==> config.mk <==
export PLATFORM = sky130hd
export DESIGN_NAME = cbf_miss_filter
export DESIGN_NICKNAME = d
export VERILOG_FILES = /design/src/rtl/cbf_pkg.sv /design/src/rtl/cbf_addr_split.sv /design/src/rtl/cbf_counter_bank.sv /design/src/rtl/cbf_miss_filter.sv
export SDC_FILE = /design/constraint.sdc
export NUM_CORES = 2
export LEC_CHECK = 0
export BUFFER_PORTS_ARGS = -buffer_cell sky130_fd_sc_hd__buf_2
export CAP_MARGIN = 0
export CELL_PAD_IN_SITES_DETAIL_PLACEMENT = 1
export CELL_PAD_IN_SITES_GLOBAL_PLACEMENT = 1
export CORE_MARGIN = 4
export CORE_UTILIZATION = 25
export CTS_CLUSTER_DIAMETER = 60
export CTS_CLUSTER_SIZE = 14
export DETAILED_ROUTE_END_ITERATION = 10
export MAX_ROUTING_LAYER = met4
export PLACE_DENSITY = 0.48
export SLEW_MARGIN = 30
export SYNTH_ARGS = -nofsm -noshare
export SYNTH_HDL_FRONTEND = slang
export SYNTH_HIERARCHICAL = 1
export SYNTH_SLANG_ARGS = --single-unit
==> constraint.sdc <==
create_clock -name clk -period 4.25 [get_ports clk]
set_input_delay 0.425 -clock clk [delete_from_list [all_inputs] [get_ports clk]]
set_output_delay 0.425 -clock clk [all_outputs]
set_load 0.005 [all_outputs]
==> src/rtl/cbf_pkg.sv <==
package cbf_pkg;
  // Width needed to count from zero up to and including 'lines'.
  function automatic int cnt_width(input int lines);
    int w;
    w = 1;
    while ((1 << w) <= lines) w++;
    return w;
  endfunction
endpackage

==> src/rtl/cbf_addr_split.sv <==
module cbf_addr_split #(
  parameter int LINE_AW  = 16,
  parameter int NUM_PART = 4,
  localparam int PW      = LINE_AW / NUM_PART
) (
  input  logic [LINE_AW-1:0]            addr,
  output logic [NUM_PART-1:0][PW-1:0]   idx
);
  // Slice k takes bits [k*PW +: PW]; slice 0 is the least significant.
  for (genvar k = 0; k < NUM_PART; k++) begin : g_slice
    assign idx[k] = addr[k*PW +: PW];
  end
endmodule

==> src/rtl/cbf_counter_bank.sv <==
module cbf_counter_bank #(
  parameter int IDX_W = 4,
  parameter int CNT_W = 7,
  localparam int DEPTH = 1 << IDX_W
) (
  input  logic             clk,
  input  logic             rst_n,
  input  logic [IDX_W-1:0] qry_idx,
  input  logic             inc_en,
  input  logic [IDX_W-1:0] inc_idx,
  input  logic             dec_en,
  input  logic [IDX_W-1:0] dec_idx,
  output logic             qry_zero
);
  logic [CNT_W-1:0] cnt_q [DEPTH];
  logic [CNT_W-1:0] cnt_d [DEPTH];
  logic [DEPTH-1:0] inc_hit;
  logic [DEPTH-1:0] dec_hit;
  logic [DEPTH-1:0] upd_en;

  // Next-state: an entry hit by both sides keeps its value.
  always_comb begin
    for (int e = 0; e < DEPTH; e++) begin
      inc_hit[e] = inc_en && (inc_idx == IDX_W'(e));
      dec_hit[e] = dec_en && (dec_idx == IDX_W'(e));
      upd_en[e]  = inc_hit[e] ^ dec_hit[e];
      cnt_d[e]   = inc_hit[e] ? (cnt_q[e] + CNT_W'(1)) : (cnt_q[e] - CNT_W'(1));
    end
  end

  always_ff @(posedge clk or negedge rst_n) begin
    if (!rst_n) begin
      for (int e = 0; e < DEPTH; e++) cnt_q[e] <= '0;
    end else begin
      for (int e = 0; e < DEPTH; e++) begin
        if (upd_en[e]) cnt_q[e] <= cnt_d[e];
      end
    end
  end

  assign qry_zero = (cnt_q[qry_idx] == '0);

  for (genvar e = 0; e < DEPTH; e++) begin : g_chk
    // no decrement of an empty counter
    p_no_underflow_r11: assert property (@(posedge clk) disable iff (!rst_n)
      (dec_hit[e] && !inc_hit[e]) |-> (cnt_q[e] != '0));
    // no increment of a full counter
    p_no_overflow_r11: assert property (@(posedge clk) disable iff (!rst_n)
      (inc_hit[e] && !dec_hit[e]) |-> (cnt_q[e] != '1));
    // an incremented entry is nonzero afterwards
    p_inc_nonzero_r5: assert property (@(posedge clk) disable iff (!rst_n)
      (inc_hit[e] && !dec_hit[e]) |=> (cnt_q[e] != '0));
    // coinciding increment and decrement leave the entry unchanged
    p_net_zero_r8: assert property (@(posedge clk) disable iff (!rst_n)
      (inc_hit[e] && dec_hit[e]) |=> $stable(cnt_q[e]));
    // an entry selected by neither side keeps its value
    p_untouched_r10: assert property (@(posedge clk) disable iff (!rst_n)
      (!inc_hit[e] && !dec_hit[e]) |=> $stable(cnt_q[e]));
  end
endmodule

==> src/rtl/cbf_miss_filter.sv <==
module cbf_miss_filter #(
  parameter int LINE_AW   = 16,
  parameter int NUM_PART  = 4,
  parameter int NUM_LINES = 64
) (
  input  logic               clk,
  input  logic               rst_n,
  input  logic [LINE_AW-1:0] qry_addr,
  output logic               qry_miss,
  input  logic               fill_valid,
  input  logic [LINE_AW-1:0] fill_addr,
  input  logic               victim_valid,
  input  logic [LINE_AW-1:0] victim_addr
);
  localparam int PW    = LINE_AW / NUM_PART;
  localparam int CNT_W = cbf_pkg::cnt_width(NUM_LINES);

  logic [NUM_PART-1:0][PW-1:0] qry_idx;
  logic [NUM_PART-1:0][PW-1:0] fill_idx;
  logic [NUM_PART-1:0][PW-1:0] vic_idx;
  logic [NUM_PART-1:0]         slice_zero;
  logic                        dec_en;

  // A victim only counts when a fill is recorded.
  assign dec_en = fill_valid && victim_valid;

  cbf_addr_split #(.LINE_AW(LINE_AW), .NUM_PART(NUM_PART)) u_split_qry (
    .addr(qry_addr), .idx(qry_idx));
  cbf_addr_split #(.LINE_AW(LINE_AW), .NUM_PART(NUM_PART)) u_split_fill (
    .addr(fill_addr), .idx(fill_idx));
  cbf_addr_split #(.LINE_AW(LINE_AW), .NUM_PART(NUM_PART)) u_split_vic (
    .addr(victim_addr), .idx(vic_idx));

  for (genvar k = 0; k < NUM_PART; k++) begin : g_bank
    cbf_counter_bank #(.IDX_W(PW), .CNT_W(CNT_W)) u_bank (
      .clk      (clk),
      .rst_n    (rst_n),
      .qry_idx  (qry_idx[k]),
      .inc_en   (fill_valid),
      .inc_idx  (fill_idx[k]),
      .dec_en   (dec_en),
      .dec_idx  (vic_idx[k]),
      .qry_zero (slice_zero[k])
    );
  end

  // any empty slice proves absence.
  assign qry_miss = |slice_zero;

  // after a cold fill of the queried address, held stable, the query cannot miss
  p_fill_then_hit_r5: assert property (@(posedge clk) disable iff (!rst_n)
    (fill_valid && !victim_valid && (fill_addr == qry_addr)) ##1 $stable(qry_addr)
      |-> !qry_miss);
endmodule

Yosys cells after proc, flatten, opt, wreduce, memory -nomap -nowiden
Index checks and enable logic that the tools add are counted.
- bits in registers: 448
- bits of input ports: 52
- output and inout bits: 1
- add/sub/neg operators: 128
- magnitude comparators: 4
- eq/ne operators: 120
- muxes and demuxes: 76
- bitwise gates (word level): 68
- reduce and logical (&&, ||, !) cells: 142
- operators with widths (cell ; count):
    $mux 7 ; 72
    $add 7x1->7 const B ; 64
    $sub 7x1->7 const B ; 64
    $eq 4x4->1 const B ; 64
    $logic_and 1x1->1 ; 129
    $eq 4x3->1 const B ; 32
    $bmux 7 s4 ; 4
    $eq 4x2->1 const B ; 16
    $xor 1x1->1 ; 64
    $eq 4x1->1 const B ; 8
    $logic_not 4->1 ; 8
    $logic_not 7->1 ; 4
    $ge 5x5->1 const B ; 4
    $not 4->5 ; 4
    $reduce_or 4->1 ; 1

Depth between registers and ports, before layout
- depth after elaboration: 6
- depth in mapped cells: 11

Cells and area by module
Netlist, hierarchy kept.
- by module, submodules not included (module ; times used ; cells an instance ; area an instance (um2) ; seq. area each (um2)):
    cbf_counter_bank (g_bank[3].u_bank) ; 1 ; 835 ; 8594.5 ; 2802.7
    cbf_counter_bank (g_bank[1].u_bank) ; 1 ; 837 ; 8568.2 ; 2802.7
    cbf_counter_bank (g_bank[0].u_bank) ; 1 ; 830 ; 8553.2 ; 2802.7
    cbf_counter_bank (g_bank[2].u_bank) ; 1 ; 832 ; 8533.2 ; 2802.7
    cbf_addr_split ; 3 ; 16 ; 120.1 ; 0.0
    cbf_miss_filter ; 1 ; 2 ; 13.8 ; 0.0

Worst setup path before layout
OpenSTA, ideal clock, no wires.
- path kind: input -> register
- from: in fill_addr[14]
- to: reg g_bank[3].u_bank/cnt_q[33] in the netlist's numbering
- library setup time: 125 ps
- arrival: 2664 ps
- setup slack: 1461 ps
- stages: 11
- cells stage by stage: buf_4 -> clkbuf_8 -> nand2b_1 -> or3_1 -> buf_2 -> ha_1 -> and2_1 -> a311o_1 -> a21oi_1 -> xnor2_1 -> mux2_4
- cells in the longest elaborated chain, start to end: 3
- RTL lines (item ; RTL line ; text):
    start, declared ; cbf_miss_filter.sv:11 ; input logic [LINE_AW-1:0] fill_addr,
    $eq 4x4->1 (*) ; cbf_counter_bank.sv:24 ; inc_hit[e] = inc_en && (inc_idx == IDX_W'(e));
    $logic_and 1x1->1 (*) ; cbf_counter_bank.sv:24 ;
    $mux 7 / $xor 1x1->1 (equally long branches) ; cbf_counter_bank.sv:27, cbf_counter_bank.sv:26 ;
    end signal, assigned by index ; cbf_counter_bank.sv:36 ; if (upd_en[e]) cnt_q[e] <= cnt_d[e];
    end, declared ; cbf_counter_bank.sv:15 ; logic [CNT_W-1:0] cnt_q [DEPTH];
Mark *: on every way between the ends. The rest lies on a longest branch, timed or not.
A chain may end at the register's enable or synchronous reset.

Worst setup path in the final report
- from: reg g_bank[3].u_bank/cnt_q[37] in the netlist's numbering
- to: out qry_miss
- cells in the longest elaborated chain, start to end: 5
- RTL lines (item ; RTL line ; text):
    $bmux 7 s4 ; cbf_counter_bank.sv:41 ; assign qry_zero = (cnt_q[qry_idx] == '0);
    $mux 7 (not written as such) (2 in a row) ; cbf_counter_bank.sv:41 ;
    $logic_not 7->1 ; cbf_counter_bank.sv:41 ;
    named net slice_zero[3] ; cbf_miss_filter.sv:21 ; logic [NUM_PART-1:0] slice_zero;
    $reduce_or 4->1 ; cbf_miss_filter.sv:48 ; assign qry_miss = |slice_zero;
    end, declared ; cbf_miss_filter.sv:9 ; output logic qry_miss,
The timed path passes the listed nets, and every way through them passes these cells. The select of a mux whose other input is x is not followed.

==> results.yml <==
pwr:
  ir_drop_uv: 318
  power_mw: 29.3
  power.density_nw_per_um2: 738
  p_leak_nw: 16.2
detailed_routing:
  highest_layer: "met4"
  postRouteAntennaNets: 0
  vias: 25100
  routedWlPerCell_um: 16.6
  via_per_inst: 4.73
  route.met3.wl_um: 3070
  met2WireLength_um: 39700
  drtIter0Drc: 795
  drc: 0
  firstDrtPassIters: 4
  wl_met1_um: 43100
  routed_wl_um: 88100
setup_path:
  worstSetupStartpointType: "flop"
  worstPathArrival_ps: 3190
  cp-end-kind: "primary output"
  crit_type: "flop to primary output"
  r2r.worst_path.cells: 6
  cp_max_fo: 3
  required_ps: 3830
final_layout:
  final_nets: 3926
  finish.utilization_pct: 28.9
  final_cells: 5311
  regMostFlops: "g_bank.u_bank/cnt_q"
  drive_above_1_share_pct: 12.6
  final_common_cell: "a21oi_1"
  largest_reg_flops: 448
  final_cell_mix: "a21oi_1, dfrtp_1, ha_1"
  top_regs: "g_bank.u_bank/cnt_q x448"
  synthToLayoutAreaGrowth_pct: 14.7
  final_cell_area_sq_um: 39700
placed_design:
  placedCellCount: 5144
  dp_slack_ps: 810
  routabilityCongestion: 0.737
  io_buffer_count: 52
  dp_hpwl_um: 63300
  place_area_sq_um: 36600
clock_network:
  clock-root-buffer: "clkbuf_16"
  cts_resized: 0
  cts_sinks: 448
  cts_made_buffers: 85
  path_clk_slew_ps: 70
  clockBufferDepth: 3
  tritoncts: "done"
  htree_levels: 3
  clock_latency_ps: 660
floorplan:
  chipWidth_um: 380
  ios: 53
  core-area_sq_um: 137000
  die_h_um: 380
  dieArea_sq_um: 145000
  start_util_pct: 25.2
  rows: 136
yosys:
  ys_types: 92
  synth_nets: 3872
  yosysSeqAreaShare_pct: 32.4
  yosys_most_used_dff: "dfrtp_1"
  synth.cell_area_sq_um: 34600
  synth_area_per_cell_sq_um: 10.2
  synth-edff-count: 0
  ys_ff_latch: 448
  ys_warn_count: 6
  syn-instance-count: 3384
  synthArstFlopShare_pct: 100
sta:
  min_period_over_period_pct: 85.0
  relSlewSlack_pct: 38.1
  rsz0062_at_grt: "false"
  holdWs_ps: 371
  slew_violations: 0
  clock.fmax_ghz: 0.277
  skew_ps: 28.5
  setup_viol: 0
  fin_crit_ps: 3610
  timing.setup.tns_ps: 0
  tightest_slew_ps: 926
  final_hold_viol_count: 0
  layout_setup_ws_ps: 637
global_route:
  antenna_found_initial: 9
  grt_overflow: 0
  grt_pass1_wl_um: 146000
  grt_max_degree: 105
  grt_pass1_vias: 26800
  grt_util_all_layers_pct: 12.6
hold_path:
  hold_depth: 5
  hold_path.class: "input pin to flop"
run_status:
  status: "finished, final reports clean"
job:
  cap_violations: 0
-- power breakdown --
group	internal (mW)	switching [mW]	leakage [nW]	total, mW
combinational	6.70	6.52	9.51	13.2
sequential	6.40	2.37	5.25	8.78
clock	4.69	2.65	1.49	7.34
-- layer usage --
| layer | up-vias | global-route usage, % |
|---|---|---|
| met1 | 12300 | 16.6 |
| met3 | 130 | 2.59 |
| li1 | 12600 | - |
| met2 | 191 | 19.5 |
| met5 | - | - |
| met4 | 0 | 3.35 |
-- logic make-up after synthesis --
family,synth area share (%)
mux,6.23
fa+ha+maj,17.1
flops,32.4
buf+inv,2.23
xor+xnor,12.5
simple gates,10.8
compound gates,18.7
-- synthesized netlist by cell type, types with 6 or more instances --
cell type,n,area share [%]
a211oi_1,124,2.7
a21o_1,122,2.6
a21oi_1,483,7.0
a311o_1,11,0.32
and2_1,34,0.61
and3_1,9,0.16
and3b_1,11,0.28
buf_2,24,0.35
buf_4,49,1.1
buf_6,9,0.29
clkbuf_1,14,0.15
dfrtp_1,448,32
fa_1,64,3.7
ha_1,372,13
inv_1,28,0.30
mux2_1,9,0.29
mux2_2,107,3.5
mux2_4,14,0.61
mux2i_1,64,1.9
nand2_1,91,0.99
nand2_2,6,0.11
nand2b_1,24,0.43
nand3_1,31,0.45
nand3b_1,6,0.13
nor2_1,245,2.7
nor2b_1,47,0.85
nor3_1,15,0.22
nor4_1,66,1.2
nor4b_1,22,0.56
o2111ai_1,6,0.15
o211ai_1,7,0.15
o21a_1,8,0.17
o21ai_0,136,2.0
o21bai_1,110,2.4
o41ai_1,8,0.20
or3_1,11,0.20
or4_1,15,0.33
xnor2_1,190,4.8
xnor2_2,7,0.33
xnor2_4,8,0.64
xor2_1,183,4.6
xor2_2,34,1.6
xor2_4,6,0.48
-- layout make-up --
type                            instances  area [sq um]
Fill cell                           15500         97800
Inverter                               29           109
Timing Repair Buffer                   66           428
Clock inverter                         57           737
Sequential cell                       448         11200
Clock buffer                          100          2320
Multi-Input combinational cell       2808         22600
Antenna cell                            9          22.5
Tap cell                             1794          2240
-- worst max-delay path, stage by stage, from the launching register on --
cell	delay, ps
dfrtp_1	400
or4_1	520
nor4_1	270
a31oi_1	80
o311a_1	350
o21ai_0	550
or4_1	220
buf_2	140
-- path summary, 6_finish.rpt --
kind | startpoint | endpoint | slack (ps)
max | g_bank[3].u_bank/cnt_q[37] | qry_miss | 640
min in group asynchronous | rst_n | g_bank[0].u_bank/cnt_q[27] | 380
min reg2reg | g_bank[2].u_bank/cnt_q[27] | g_bank[2].u_bank/cnt_q[27] | 470
min | victim_addr[5] | g_bank[1].u_bank/cnt_q[6] | 370
max in group asynchronous | rst_n | g_bank[3].u_bank/cnt_q[87] | 2760
max reg2reg | g_bank[1].u_bank/cnt_q[14] | g_bank[1].u_bank/cnt_q[20] | 2170
-- repair_timing --
item,CTS,global route
setup buffers,0,0
hold buffers,1,0
endpoints found under the hold margin,64,0
Power figures use the tool's default switching activity.
